**src/rtl/tinh_pkg.sv**
```systemverilog
package tinh_pkg;
  localparam int NUM_COND     = 3;
  localparam int IDX_HOT_CHG  = 0;
  localparam int IDX_COLD_CHG = 1;
  localparam int IDX_HOT_DCHG = 2;

  typedef struct packed {
    logic sample;  // last clock of the driver window
    logic clear;   // power-down
  } tinh_strobe_t;
endpackage

```
**src/rtl/tinh_timer.sv**
```systemverilog
module tinh_timer
  import tinh_pkg::*;
#(
  parameter int CYC_NORM = 40,
  parameter int CYC_TEST = 10,
  parameter int WIN_LEN  = 4
) (
  input  logic         clk,
  input  logic         rst_n,
  input  logic         testMode,
  input  logic         powerDown,
  output logic         drvEn,
  output tinh_strobe_t stb
);
  localparam int CW = $clog2(CYC_NORM + 1);
  localparam logic [CW-1:0] IDLE_START = CW'(WIN_LEN);

  logic [CW-1:0] cnt;
  logic [CW-1:0] lim;

  assign lim = testMode ? CW'(CYC_TEST - 1) : CW'(CYC_NORM - 1);

  // idle start point keeps the driver off right after reset or power-down
  always_ff @(posedge clk or negedge rst_n) begin
    if (!rst_n)          cnt <= IDLE_START;
    else if (powerDown)  cnt <= IDLE_START;
    else if (cnt >= lim) cnt <= '0;
    else                 cnt <= cnt + 1'b1;
  end

  assign drvEn      = !powerDown && (cnt < CW'(WIN_LEN));
  assign stb.sample = drvEn && (cnt == CW'(WIN_LEN - 1));
  assign stb.clear  = powerDown;

  a_r1_cnt_in_range: assert property (@(posedge clk) disable iff (!rst_n)
    cnt <= CW'(CYC_NORM - 1));
  a_r2_window_ends_after_sample: assert property (@(posedge clk) disable iff (!rst_n)
    stb.sample |=> !drvEn);
  a_r9_driver_idle_after_pd: assert property (@(posedge clk) disable iff (!rst_n)
    powerDown |=> !drvEn);
endmodule

```
**src/rtl/tinh_cond.sv**
```systemverilog
module tinh_cond
  import tinh_pkg::*;
#(
  parameter bit CLEAR_ON_PD = 1'b1
) (
  input  logic         clk,
  input  logic         rst_n,
  input  logic         testMode,
  input  tinh_strobe_t stb,
  input  logic         det,
  input  logic         rel,
  output logic         flag
);
  logic pend;
  logic trig;

  // a set flag listens only to release, a clear one only to detect
  assign trig = flag ? rel : det;

  always_ff @(posedge clk or negedge rst_n) begin
    if (!rst_n) begin
      flag <= 1'b0;
      pend <= 1'b0;
    end else if (stb.clear) begin
      pend <= 1'b0;
      if (CLEAR_ON_PD) flag <= 1'b0;
    end else if (stb.sample) begin
      if (trig) begin
        if (pend || testMode) begin
          flag <= !flag;
          pend <= 1'b0;
        end else begin
          pend <= 1'b1;
        end
      end else begin
        pend <= 1'b0;
      end
    end
  end

  a_r3_rise_on_sample: assert property (@(posedge clk) disable iff (!rst_n)
    $rose(flag) |-> $past(stb.sample));
  a_r4_rise_needs_detect: assert property (@(posedge clk) disable iff (!rst_n)
    $rose(flag) |-> $past(det));
  a_r5_fall_needs_release: assert property (@(posedge clk) disable iff (!rst_n)
    ($fell(flag) && !$past(stb.clear)) |-> $past(rel));
  a_r9_pd_clears_hot: assert property (@(posedge clk) disable iff (!rst_n)
    (stb.clear && CLEAR_ON_PD) |=> !flag);
endmodule

```
**src/rtl/tinh_datapath.sv**
```systemverilog
module tinh_datapath
  import tinh_pkg::*;
(
  input  logic                clk,
  input  logic                rst_n,
  input  logic                testMode,
  input  tinh_strobe_t        stb,
  input  logic [NUM_COND-1:0] detVec,
  input  logic [NUM_COND-1:0] relVec,
  output logic                chgInhibit,
  output logic                dchgInhibit
);
  logic [NUM_COND-1:0] flags;

  for (genvar i = 0; i < NUM_COND; i++) begin : g_cond
    tinh_cond #(.CLEAR_ON_PD(i != IDX_COLD_CHG)) u_cond (
      .clk      (clk),
      .rst_n    (rst_n),
      .testMode (testMode),
      .stb      (stb),
      .det      (detVec[i]),
      .rel      (relVec[i]),
      .flag     (flags[i])
    );
  end

  assign chgInhibit  = flags[IDX_HOT_CHG] | flags[IDX_COLD_CHG];
  assign dchgInhibit = flags[IDX_HOT_DCHG];
endmodule

```
**src/rtl/thermal_inhibit_ctrl.sv**
```systemverilog
module thermal_inhibit_ctrl
  import tinh_pkg::*;
#(
  parameter int CYC_NORM = 40,
  parameter int CYC_TEST = 10,
  parameter int WIN_LEN  = 4
) (
  input  logic clk,
  input  logic rst_n,
  input  logic testMode,
  input  logic powerDown,
  input  logic hotChgDet,
  input  logic hotChgRel,
  input  logic coldChgDet,
  input  logic coldChgRel,
  input  logic hotDchgDet,
  input  logic hotDchgRel,
  output logic drvEn,
  output logic chgInhibit,
  output logic dchgInhibit
);
  tinh_strobe_t        stb;
  logic [NUM_COND-1:0] detVec;
  logic [NUM_COND-1:0] relVec;

  always_comb begin
    detVec               = '0;
    relVec               = '0;
    detVec[IDX_HOT_CHG]  = hotChgDet;
    relVec[IDX_HOT_CHG]  = hotChgRel;
    detVec[IDX_COLD_CHG] = coldChgDet;
    relVec[IDX_COLD_CHG] = coldChgRel;
    detVec[IDX_HOT_DCHG] = hotDchgDet;
    relVec[IDX_HOT_DCHG] = hotDchgRel;
  end

  tinh_timer #(.CYC_NORM(CYC_NORM), .CYC_TEST(CYC_TEST), .WIN_LEN(WIN_LEN)) u_timer (
    .clk       (clk),
    .rst_n     (rst_n),
    .testMode  (testMode),
    .powerDown (powerDown),
    .drvEn     (drvEn),
    .stb       (stb)
  );

  tinh_datapath u_dp (
    .clk         (clk),
    .rst_n       (rst_n),
    .testMode    (testMode),
    .stb         (stb),
    .detVec      (detVec),
    .relVec      (relVec),
    .chgInhibit  (chgInhibit),
    .dchgInhibit (dchgInhibit)
  );
endmodule

```
**config.mk**
```make
export PLATFORM = sky130hd
export DESIGN_NAME = thermal_inhibit_ctrl
export DESIGN_NICKNAME = d
export VERILOG_FILES = /design/src/rtl/tinh_pkg.sv /design/src/rtl/tinh_timer.sv /design/src/rtl/tinh_cond.sv /design/src/rtl/tinh_datapath.sv /design/src/rtl/thermal_inhibit_ctrl.sv
export SDC_FILE = /design/constraint.sdc
export NUM_CORES = 1
export LEC_CHECK = 0
export BUFFER_PORTS_ARGS = -buffer_cell sky130_fd_sc_hd__buf_4
export CAP_MARGIN = 10
export CORE_MARGIN = 4
export CORE_UTILIZATION = 45
export DETAILED_ROUTE_END_ITERATION = 6
export GPL_TIMING_DRIVEN = 0
export PLACE_DENSITY = 0.74
export RECOVER_POWER = 100
export SYNTH_ARGS = -nofsm -noshare
export SYNTH_HDL_FRONTEND = slang
export SYNTH_HIERARCHICAL = 1
export SYNTH_SLANG_ARGS = --single-unit
```
**constraint.sdc**
```tcl
create_clock -name clk -period 1.8 [get_ports clk]
set_input_delay 0 -clock clk [delete_from_list [all_inputs] [get_ports clk]]
set_output_delay 0 -clock clk [all_outputs]
set_load 0.02 [all_outputs]
```
# Yosys cells after proc, flatten, opt, wreduce, memory -nomap -nowiden

Index checks and enable logic that the tools add are counted.
W data, S select, Z words.

Input port bits: 10
Register bits: 12
Logic and storage cells: 56

Mux-type cells: 26
Equality and inequality tests: 1
Reductions and logical operators: 17
Magnitude comparators: 2
Add/subtract/negate cells: 1
Bitwise gates (word level): 2

Operators by type and width:

| kind                  | number |
|---|---|
| $mux W1               | 23 |
| $mux W6               | 3 |
| $reduce_bool A2 Y1    | 5 |
| $add A6 B1 Y6 const B | 1 |
| $eq A6 B2 Y1 const B  | 1 |
| $ge A6 B6 Y1          | 1 |
| $lt A6 B3 Y1 const B  | 1 |
| $reduce_and A3 Y1     | 2 |
| $logic_not A1 Y1      | 4 |
| $reduce_and A4 Y1     | 1 |
| $logic_or A1 B1 Y1    | 3 |
| $logic_and A1 B1 Y1   | 2 |
| $not A1 Y1            | 1 |
| $or A1 B1 Y1          | 1 |

# Depth between registers and ports, before layout

Gate-level depths: netlist (run 1).

Word-level depth: 5
Gate-level depth with buffers: 6

# Modules after synthesis

Netlist (run 1), hierarchy kept.

Modules (own cells, without submodules):

| module                                | area each (um2) | cells an instance | seq. area each (um2) | instances |
|---|---|---|---|---|
| tinh_timer                            | 392.9           | 41                | 151.4                | 1 |
| tinh_cond (u_dp.g_cond[0].u_cond ...) | 118.9           | 11                | 50.0                 | 2 |
| tinh_cond (u_dp.g_cond[1].u_cond)     | 115.1           | 12                | 50.0                 | 1 |
| tinh_datapath                         | 6.3             | 1                 | 0.0                  | 1 |

# Worst setup path before layout (run 1)

OpenSTA, ideal clock, no wires.

Kind: register to register
Start: reg u_timer.cnt[3]
End: reg u_dp.g_cond[1].u_cond.flag
Setup time: 133 ps
Setup slack: -119 ps
Arrival: 1,786 ps
Cell stages (with the launch flop): 7
Cell sequence: dfrtp_1 -> or4_1 -> nor2_2 -> and2_1 -> nand2b_1 -> o31ai_1 -> o41ai_1

RTL lines:

| what                     | line             | text |
|---|---|---|
| start: declaration       | tinh_timer.sv:18 | `logic [CW-1:0] cnt;` |
| start signal: assignment | tinh_timer.sv:28 | `else cnt <= cnt + 1'b1;` |
| end signal: assignment   | tinh_cond.sv:30  | `flag <= !flag;` |
| end: declaration         | tinh_cond.sv:12  | `output logic flag` |

==> results of run 1 <==
through the flow:
| step | worst slack, ps | setup TNS (ps) | area, um^2 | total power, mW | hold WS (ps) |
|---|---|---|---|---|---|
| 5_1_grt | -6.20 | -6.20 | 1000 | 0.681 | 26.4 |
| 3_5_place_dp | 6.89 | 0 | 873 | 0.416 | -150 |
| 6_report | 81.4 | 0 | 1000 | 0.642 | 15.7 |
| 3_3_place_gp | 39.1 | 0 | 873 | 0.413 | -150 |
| 2_1_floorplan | 10.2 | 0 | 763 | 0.370 | -296 |
| 4_1_cts | 27.8 | 0 | 967 | 0.651 | 7.26 |
worst max-delay path: cells and delay by family, from the launching register on:
family	cells	cell delay, ps
compound gates	2	290
flops	1	400
simple gates	4	930
logic make-up (layout without fill, tap and decap cells):
| group | count (synthesis) | after routing | share of synthesized area [%] |
|---|---|---|---|
| compound gates | 15 | 15 | 16.5 |
| xor+xnor | 3 | 3 | 3.49 |
| fa+ha+maj | 5 | 5 | 8.32 |
| buf+inv | 7 | 32 | 3.99 |
| flops | 12 | 12 | 40.1 |
| mux | 3 | 3 | 4.16 |
| simple gates | 31 | 31 | 23.5 |
metal layers:
| metal | wire (um) | global-route usage (%) |
|---|---|---|
| met4 | 0 | 2.69 |
| met2 | 848 | 26.5 |
| met1 | 686 | 19.2 |
| met3 | 77 | 5.81 |
| met5 | 0 | 0 |
registers in the layout (all words and copies together) (netlist names):
name and flops:
u_dp/g_cond.u_cond/pend 3, u_timer/cnt 6, u_dp/g_cond.u_cond/flag 3
layout by cell type (no fill, tap or decap), drive strengths merged:
cell	n
o21ai	2
o31ai	1
or3	1
dfrtp	11
o211a	2
nor3b	1
dlygate4sd3	5
a21oi	2
ha	5
or4	1
xor2	2
o41ai	4
nor3	3
xnor2	1
or2	1
a211oi	2
nor2	8
nand4b	1
and2	1
buf	14
o32ai	2
nand2b	8
or3b	2
mux2i	2
clkbuf	7
mux2	1
inv	6
dfstp	1
nand2	1
nand3	3
worst max path at each step:
stage                   start                         end  slack (ps)  cells past startpoint
4_1_cts        u_timer/cnt[4]  u_dp/g_cond[2].u_cond/pend          30                      5
2_1_floorplan  u_timer/cnt[3]  u_dp/g_cond[1].u_cond/flag          10                      6
6_report       u_timer/cnt[2]  u_dp/g_cond[1].u_cond/flag          80                      6
3_5_place_dp   u_timer/cnt[3]  u_dp/g_cond[1].u_cond/flag           7                      6
3_3_place_gp   u_timer/cnt[3]  u_dp/g_cond[2].u_cond/pend          40                      5
5_1_grt        u_timer/cnt[4]  u_dp/g_cond[0].u_cond/pend          -6                      5
final cells by class:
| type | count | area (um^2) |
|---|---|---|
| fill | 137 | 542 |
| clock buffer | 4 | 36.3 |
| buffer | 1 | 7.51 |
| multi-input combinational | 57 | 452 |
| sequential | 12 | 303 |
| timing repair buffer | 21 | 159 |
| tap | 16 | 20.0 |
| inverter | 6 | 22.5 |
power groups by stage:
stage          Clock [mW]  Sequential [mW]  Combinational [mW]
6_report            0.219            0.297               0.125
5_1_grt             0.240            0.300               0.141
4_1_cts             0.229            0.298               0.125
3_3_place_gp            0            0.304               0.109
3_5_place_dp            0            0.304               0.112
2_1_floorplan           0            0.301              0.0690
timing repair:
item	CTS	global route
setup endpoints to repair	1	8
setup buffers	1	3
gates resized for setup	0	4
hold endpoints to repair	17	0
pin swaps	0	0
hold buffers	5	0
==> results.md, run 1 <==
| Group | Item | Value |
|:---|:---|:---|
| run status | Status | complete, no violations |
| setup path | Setup slack of the most critical reg-to-reg path | 80 ps |
| min path | Hold Path Cell Cnt | 4 |
| setup path | Type of origin of the critical path | flip-flop |
| setup path | Worst r2r path cells | 6 |
| setup path | Start-to-end type of the worst setup path | flip-flop to flip-flop |
| clock network | Number of CTS-inserted buffers | 3 |
| global routing | GRT overflow | 0 |
| setup path | Highest-delay cell along the critical path | sky130_fd_sc_hd__or4_4 |
| timing | Worst slew margin relative to its limit | 55.7% |
| synthesis | Net Count, Synth | 91 |
| job | Max-cap violations | 0 |
| detailed routing | Drt pass-1 iters | 3 |
| timing | Slew at the pin with the worst max-slew slack | 664 ps |
| finish | Proportion of layout cells with a drive suffix above 1 | 27.7% |
| setup path | Launching point of the worst reg2reg path | u_timer/cnt[2] |
| timing | Count of endpoints failing hold in the final timing report | 0 |
| synthesis | Post-synth top flop | sky130_fd_sc_hd__dfrtp_1 |
| synthesis | Top cells by area in the synthesized netlist | sky130_fd_sc_hd__dfrtp_1 37%, sky130_fd_sc_hd__ha_1 8.3%, sky130_fd_sc_hd__nand2b_1 6.7%, sky130_fd_sc_hd__o41ai_1 4.7%, sky130_fd_sc_hd__dfstp_2 3.5% |
| floorplan | Horiz. Die Dim | 48.9 um |
| finish | Area delta synth->final | 32.9% |
| placement | Last weighted congestion value of the routability-driven placer | 0.801 |
| pwr | Leakage Power | 0.468 nW |
| pwr | Combinational Power Share | 19.5% |
| pwr | Peak VDD IR | 593 uV |
| clock network | Cell at the root of the clock tree | sky130_fd_sc_hd__clkbuf_4 |
| setup path | Critical Path Max Stage Delay | 550 ps |
| min path | Endpoint of the worst hold-timing path | u_dp/g_cond[1].u_cond/flag |
| finish | Post-Layout Cell Count | 117 |
| synthesis | Number of enable-type register cells in the synthesized netlist | 0 |
| setup path | Reg2Reg Capture Point | u_dp/g_cond[1].u_cond/flag |
| detailed routing | Count of routing violations after the opening detailed-route iteration | 12 |
| min path | Path category of the worst min-delay check | input pin to flip-flop |
| finish | Core utilization of the finished layout | 64.9% |
| clock network | Number of sinks driven by the clock tree | 12 |
| clock network | TritonCTS clock tree | done |
| synthesis | Cells after synthesis | 76 |
| setup path | Element type at the critical path end | flip-flop |
| synthesis | Post-synthesis instance area | 752 um^2 |
| finish | Antenna diode count | 0 |
| synthesis | Number of distinct library cells after synthesis | 32 |
| pwr | Share of total power in sequential cells | 46.4% |
| global routing | Number of global-route vias before repair | 689 |
| setup path | Critical path fanouts, max | 7 |
| detailed routing | Routed vias/inst | 5.63 |
| floorplan | Area of the core region | 0.00154 mm^2 |
| detailed routing | Average wire length per cell after detail routing | 13.8 um |
| synthesis | Top cells by count, synth | 11 x sky130_fd_sc_hd__dfrtp_1, 8 x sky130_fd_sc_hd__nand2b_1, 7 x sky130_fd_sc_hd__nor2_1 |
| timing | Count of final max-slew check failures | 0 |
| pwr | Power density normalized to cell area | 642 mW/mm^2 |
| detailed routing | Total number of vias | 659 |
| synthesis | Sequential area share after synthesis | 40.1% |
| finish | Number of nets at the end of the flow | 117 |
| timing | Time the worst path needs with I/O delays and setup | 1720 ps |
| floorplan | Height of the die | 48.9 um |
| placement | Post-detail-place hpwl | 1.17 mm |
| placement | Count of buffers from port buffering | 12 |
| timing | Post-route fraction of the period consumed by the critical path | 95.5% |
| timing | Maximum achievable frequency | 0.582 GHz |
| global routing | Overall global routing resource usage | 15.7% |
| placement | Placed cell count | 104 |
| synthesis | Share of synthesized flip-flops with an asynchronous set or reset | 100% |
| detailed routing | Number of antenna-violating nets in the routed design | 0 |
| floorplan | Number of core rows | 14 |
| clock network | Register clock-pin slew on the reported worst setup and hold paths | 90 ps |
| detailed routing | Total detailed-routing wirelength | 1.61 mm |
| timing | Setup Viol. Count Final | 0 |
| clock network | Max Root-Sink Buffers | 2 |
| clock network | Clock latency at the later pin of the worst-skew pair | 280 ps |
| setup path | WP data required | 1970 ps |
| setup path | Cell breakdown of the critical path | or4_4 > nor2_4 > and2_4 > nand2b_1 > o31ai_1 > o41ai_1 |
| global routing | Wire length of the first global-routing pass | 3.08 mm |
| clock network | H-tree depth | 1 |
| pwr | P_int | 0.471 mW |
| timing | Final worst clock skew | 14.8 ps |
| synthesis | Syn_area_per_cell | 9.89 um^2 |
| min path | Hold_sp | coldChgRel |
| synthesis | Share of Yosys cell area claimed by the top area cell type | 36.6% |
| pwr | Net switching power figure | 0.170 mW |
| synthesis | Cell taking the most area after synthesis | sky130_fd_sc_hd__dfrtp_1 |
| pwr | Clock power share | 34.1% |
| synthesis | Top-count cell post-synth | sky130_fd_sc_hd__dfrtp_1 |
| detailed routing | Remaining DRCs | 0 |
| global routing | Maximum number of pins on one net before global-route repair | 13 |
| synthesis | Ys Warns | 6 |
| setup path | Worst EP arrival | 1880 ps |
| floorplan | Die area | 0.00239 mm^2 |
| floorplan | Ports | 13 |
| pwr | Sw Ratio | 26.6% |
| global routing | Antenna violations before repair | 0 |
| synthesis | Synth Register Bits | 12 |
| floorplan | Initial Util | 48.8% |
No activity file was read; power rests on OpenSTA's default activity.
==> inputs of run 2 (changes only) <==
==> constraint.sdc (replaced) <==
create_clock -name clk -period 1.8 [get_ports clk]
set_input_delay 0.18 -clock clk [delete_from_list [all_inputs] [get_ports clk]]
set_output_delay 0.18 -clock clk [all_outputs]
set_load 0.02 [all_outputs]
==> results.md, run 2 (same netlist as run 1, synthesis figures left out) <==
| Group | Item | Value |
|:---|:---|:---|
| timing | Final-layout setup total negative slack | 0 ps |
| setup path | Type of origin of the critical path | flip-flop |
| timing | Final worst clock skew | 13.3 ps |
| clock network | H-tree depth | 1 |
| timing | Count of final max-slew check failures | 0 |
| setup path | Start-to-end type of the worst setup path | flip-flop to flip-flop |
| placement | Pre-CTS setup slack | 6.89 ps |
| timing | Count of endpoints failing hold in the final timing report | 0 |
| setup path | Top cell family by delay on the critical path | simple AND/OR/NAND/NOR gates |
| setup path | WP data required | 1960 ps |
| finish | Design Area, Final | 960 um^2 |
| detailed routing | Total number of vias | 643 |
| setup path | Critical path fanouts, max | 7 |
| min path | Hold_sp | powerDown |
| floorplan | Ports | 13 |
| finish | Register with the most flip-flops | u_timer/cnt |
| detailed routing | Average wire length per cell after detail routing | 13.8 um |
| floorplan | Height of the die | 48.9 um |
| pwr | Leakage Power | 0.451 nW |
| floorplan | Horiz. Die Dim | 48.9 um |
| timing | Slew at the pin with the worst max-slew slack | 663 ps |
| run status | Status | complete, no violations |
| clock network | Number of sinks driven by the clock tree | 12 |
| setup path | Highest-delay cell along the critical path | sky130_fd_sc_hd__or4_4 |
| setup path | Worst EP arrival | 1890 ps |
| timing | Worst slew margin relative to its limit | 55.8% |
| pwr | Combinational Power Share | 18.7% |
| finish | Leading cell type in the layout, fill and taps excluded | sky130_fd_sc_hd__buf_4 |
| finish | Top Registers | u_timer/cnt: 6 flops, u_dp/g_cond.u_cond/flag: 3 flops, u_dp/g_cond.u_cond/pend: 3 flops |
| timing | Time the worst path needs with I/O delays and setup | 1730 ps |
| finish | Commonest cells after routing, fill and taps aside | 14 x sky130_fd_sc_hd__buf_4, 10 x sky130_fd_sc_hd__dfrtp_1, 8 x sky130_fd_sc_hd__nand2b_1 |
| detailed routing | Remaining DRCs | 0 |
| floorplan | Number of core rows | 14 |
| clock network | Clock latency at the later pin of the worst-skew pair | 280 ps |
| timing | Maximum achievable frequency | 0.579 GHz |
| pwr | Sw Ratio | 26.5% |
| floorplan | Initial Util | 48.8% |
| detailed routing | Drt pass-1 iters | 4 |
| finish | Post-Layout Cell Count | 113 |
| placement | Post-detail-place hpwl | 1.17 mm |
| global routing | GRT overflow | 0 |
| clock network | Max Root-Sink Buffers | 2 |
| pwr | Net switching power figure | 0.168 mW |
| finish | Antenna diode count | 0 |
| finish | Number of nets at the end of the flow | 113 |
| timing | Setup repair after global routing missed its margin | false |
| setup path | Element type at the critical path end | flip-flop |
| timing | Worst-case setup margin in the final layout | 73.2 ps |
| pwr | Share of total power in sequential cells | 47.0% |
| min path | Path category of the worst min-delay check | input pin to flip-flop |
| pwr | P_int | 0.466 mW |
| global routing | Antenna violations before repair | 0 |
| clock network | Number of CTS-inserted buffers | 3 |
| timing | Setup Viol. Count Final | 0 |
| placement | Count of buffers from port buffering | 12 |
| setup path | Critical Path Max Stage Delay | 550 ps |
| finish | Max reg flops | 6 |
| placement | Placed cell count | 104 |
| timing | Final Hold Slack | 148 ps |
| global routing | Wire length of the first global-routing pass | 2.93 mm |
| placement | Dpl cell area | 873 um^2 |
| timing | Post-route fraction of the period consumed by the critical path | 95.9% |
| detailed routing | Count of routing violations after the opening detailed-route iteration | 10 |
| setup path | Cell breakdown of the critical path | or4_4 > nor2_4 > and2_4 > nand2b_1 > o31ai_1 > o41ai_1 |
| finish | Area delta synth->final | 27.6% |
| clock network | TritonCTS clock tree | done |
| pwr | Power density normalized to cell area | 660 mW/mm^2 |
| setup path | Number of buffer and inverter stages on the critical path | 0 |
| detailed routing | Number of antenna-violating nets in the routed design | 0 |
| pwr | Peak VDD IR | 602 uV |
| global routing | Number of global-route vias before repair | 658 |
| floorplan | Area of the core region | 0.00154 mm^2 |
| detailed routing | Total detailed-routing wirelength | 1.56 mm |
| setup path | Critical path startpoint | u_timer/cnt[2] |
| floorplan | Die area | 0.00239 mm^2 |
| finish | Proportion of layout cells with a drive suffix above 1 | 28.9% |
| clock network | Register clock-pin slew on the reported worst setup and hold paths | 90 ps |
| global routing | Maximum number of pins on one net before global-route repair | 13 |
| job | Max-cap violations | 0 |
| placement | Last weighted congestion value of the routability-driven placer | 0.801 |
| pwr | Clock power share | 34.3% |
| detailed routing | Routed vias/inst | 5.69 |
| clock network | Cell at the root of the clock tree | sky130_fd_sc_hd__clkbuf_4 |
| global routing | Overall global routing resource usage | 14.9% |
| setup path | Launching point of the worst reg2reg path | u_timer/cnt[2] |
[run 2: cell type report]
cell class | instances | area (um^2)
plain buffers | 1 | 7.51
clock buffers | 4 | 36.3
fillers | 143 | 582
inverters | 6 | 22.5
multi-input cells | 57 | 452
flip-flops and latches | 12 | 303
well taps | 16 | 20.0
repair buffers | 17 | 119
[run 2: stage by stage]
stage               util [%]  total power, mW
detailed placement      56.7            0.416
floorplan                  -            0.370
global placement        56.7            0.413
global route            62.3            0.674
finish                  62.3            0.633
CTS                     60.1            0.644
[run 2: worst min-delay path: stages]
cell and delay, ps:
sky130_fd_sc_hd__buf_4 110, sky130_fd_sc_hd__inv_1 40, sky130_fd_sc_hd__o41ai_1 50
[run 2: worst paths after layout]
| kind | end | slack (ps) | cells after the start |
|---|---|---|---|
| min | u_timer/cnt[2] | 150 | 3 |
| max reg2reg | u_dp/g_cond[1].u_cond/flag | 70 | 6 |
| max in group asynchronous | u_timer/cnt[4] | 880 | 2 |
| min in group asynchronous | u_dp/g_cond[1].u_cond/pend | 430 | 2 |
| max | u_dp/g_cond[1].u_cond/flag | 70 | 6 |
| min reg2reg | u_timer/cnt[0] | 510 | 1 |
[run 2: per-layer routing]
layer | wire, um | global-route usage [%] | up-vias
met5 | 0 | 0 | -
met4 | 0 | 2.69 | 0
met3 | 79 | 5.81 | 0
met2 | 803 | 24.3 | 10
met1 | 679 | 18.6 | 312
li1 | - | - | 321
[run 2: timing repair]
action,4_1_cts,5_1_grt
hold endpoints to repair,12,0
resized for setup,0,4
hold buffers,1,0
endpoints found under the setup margin,1,8
buffers inserted,1,3
[run 2: power by group through the flow]
stage          logic, mW  registers [mW]  clock network, mW
6_report           0.118           0.298              0.217
5_1_grt            0.133           0.300              0.240
4_1_cts            0.118           0.298              0.229
3_5_place_dp       0.112           0.304                  0
3_3_place_gp       0.109           0.304                  0
2_1_floorplan     0.0690           0.301                  0
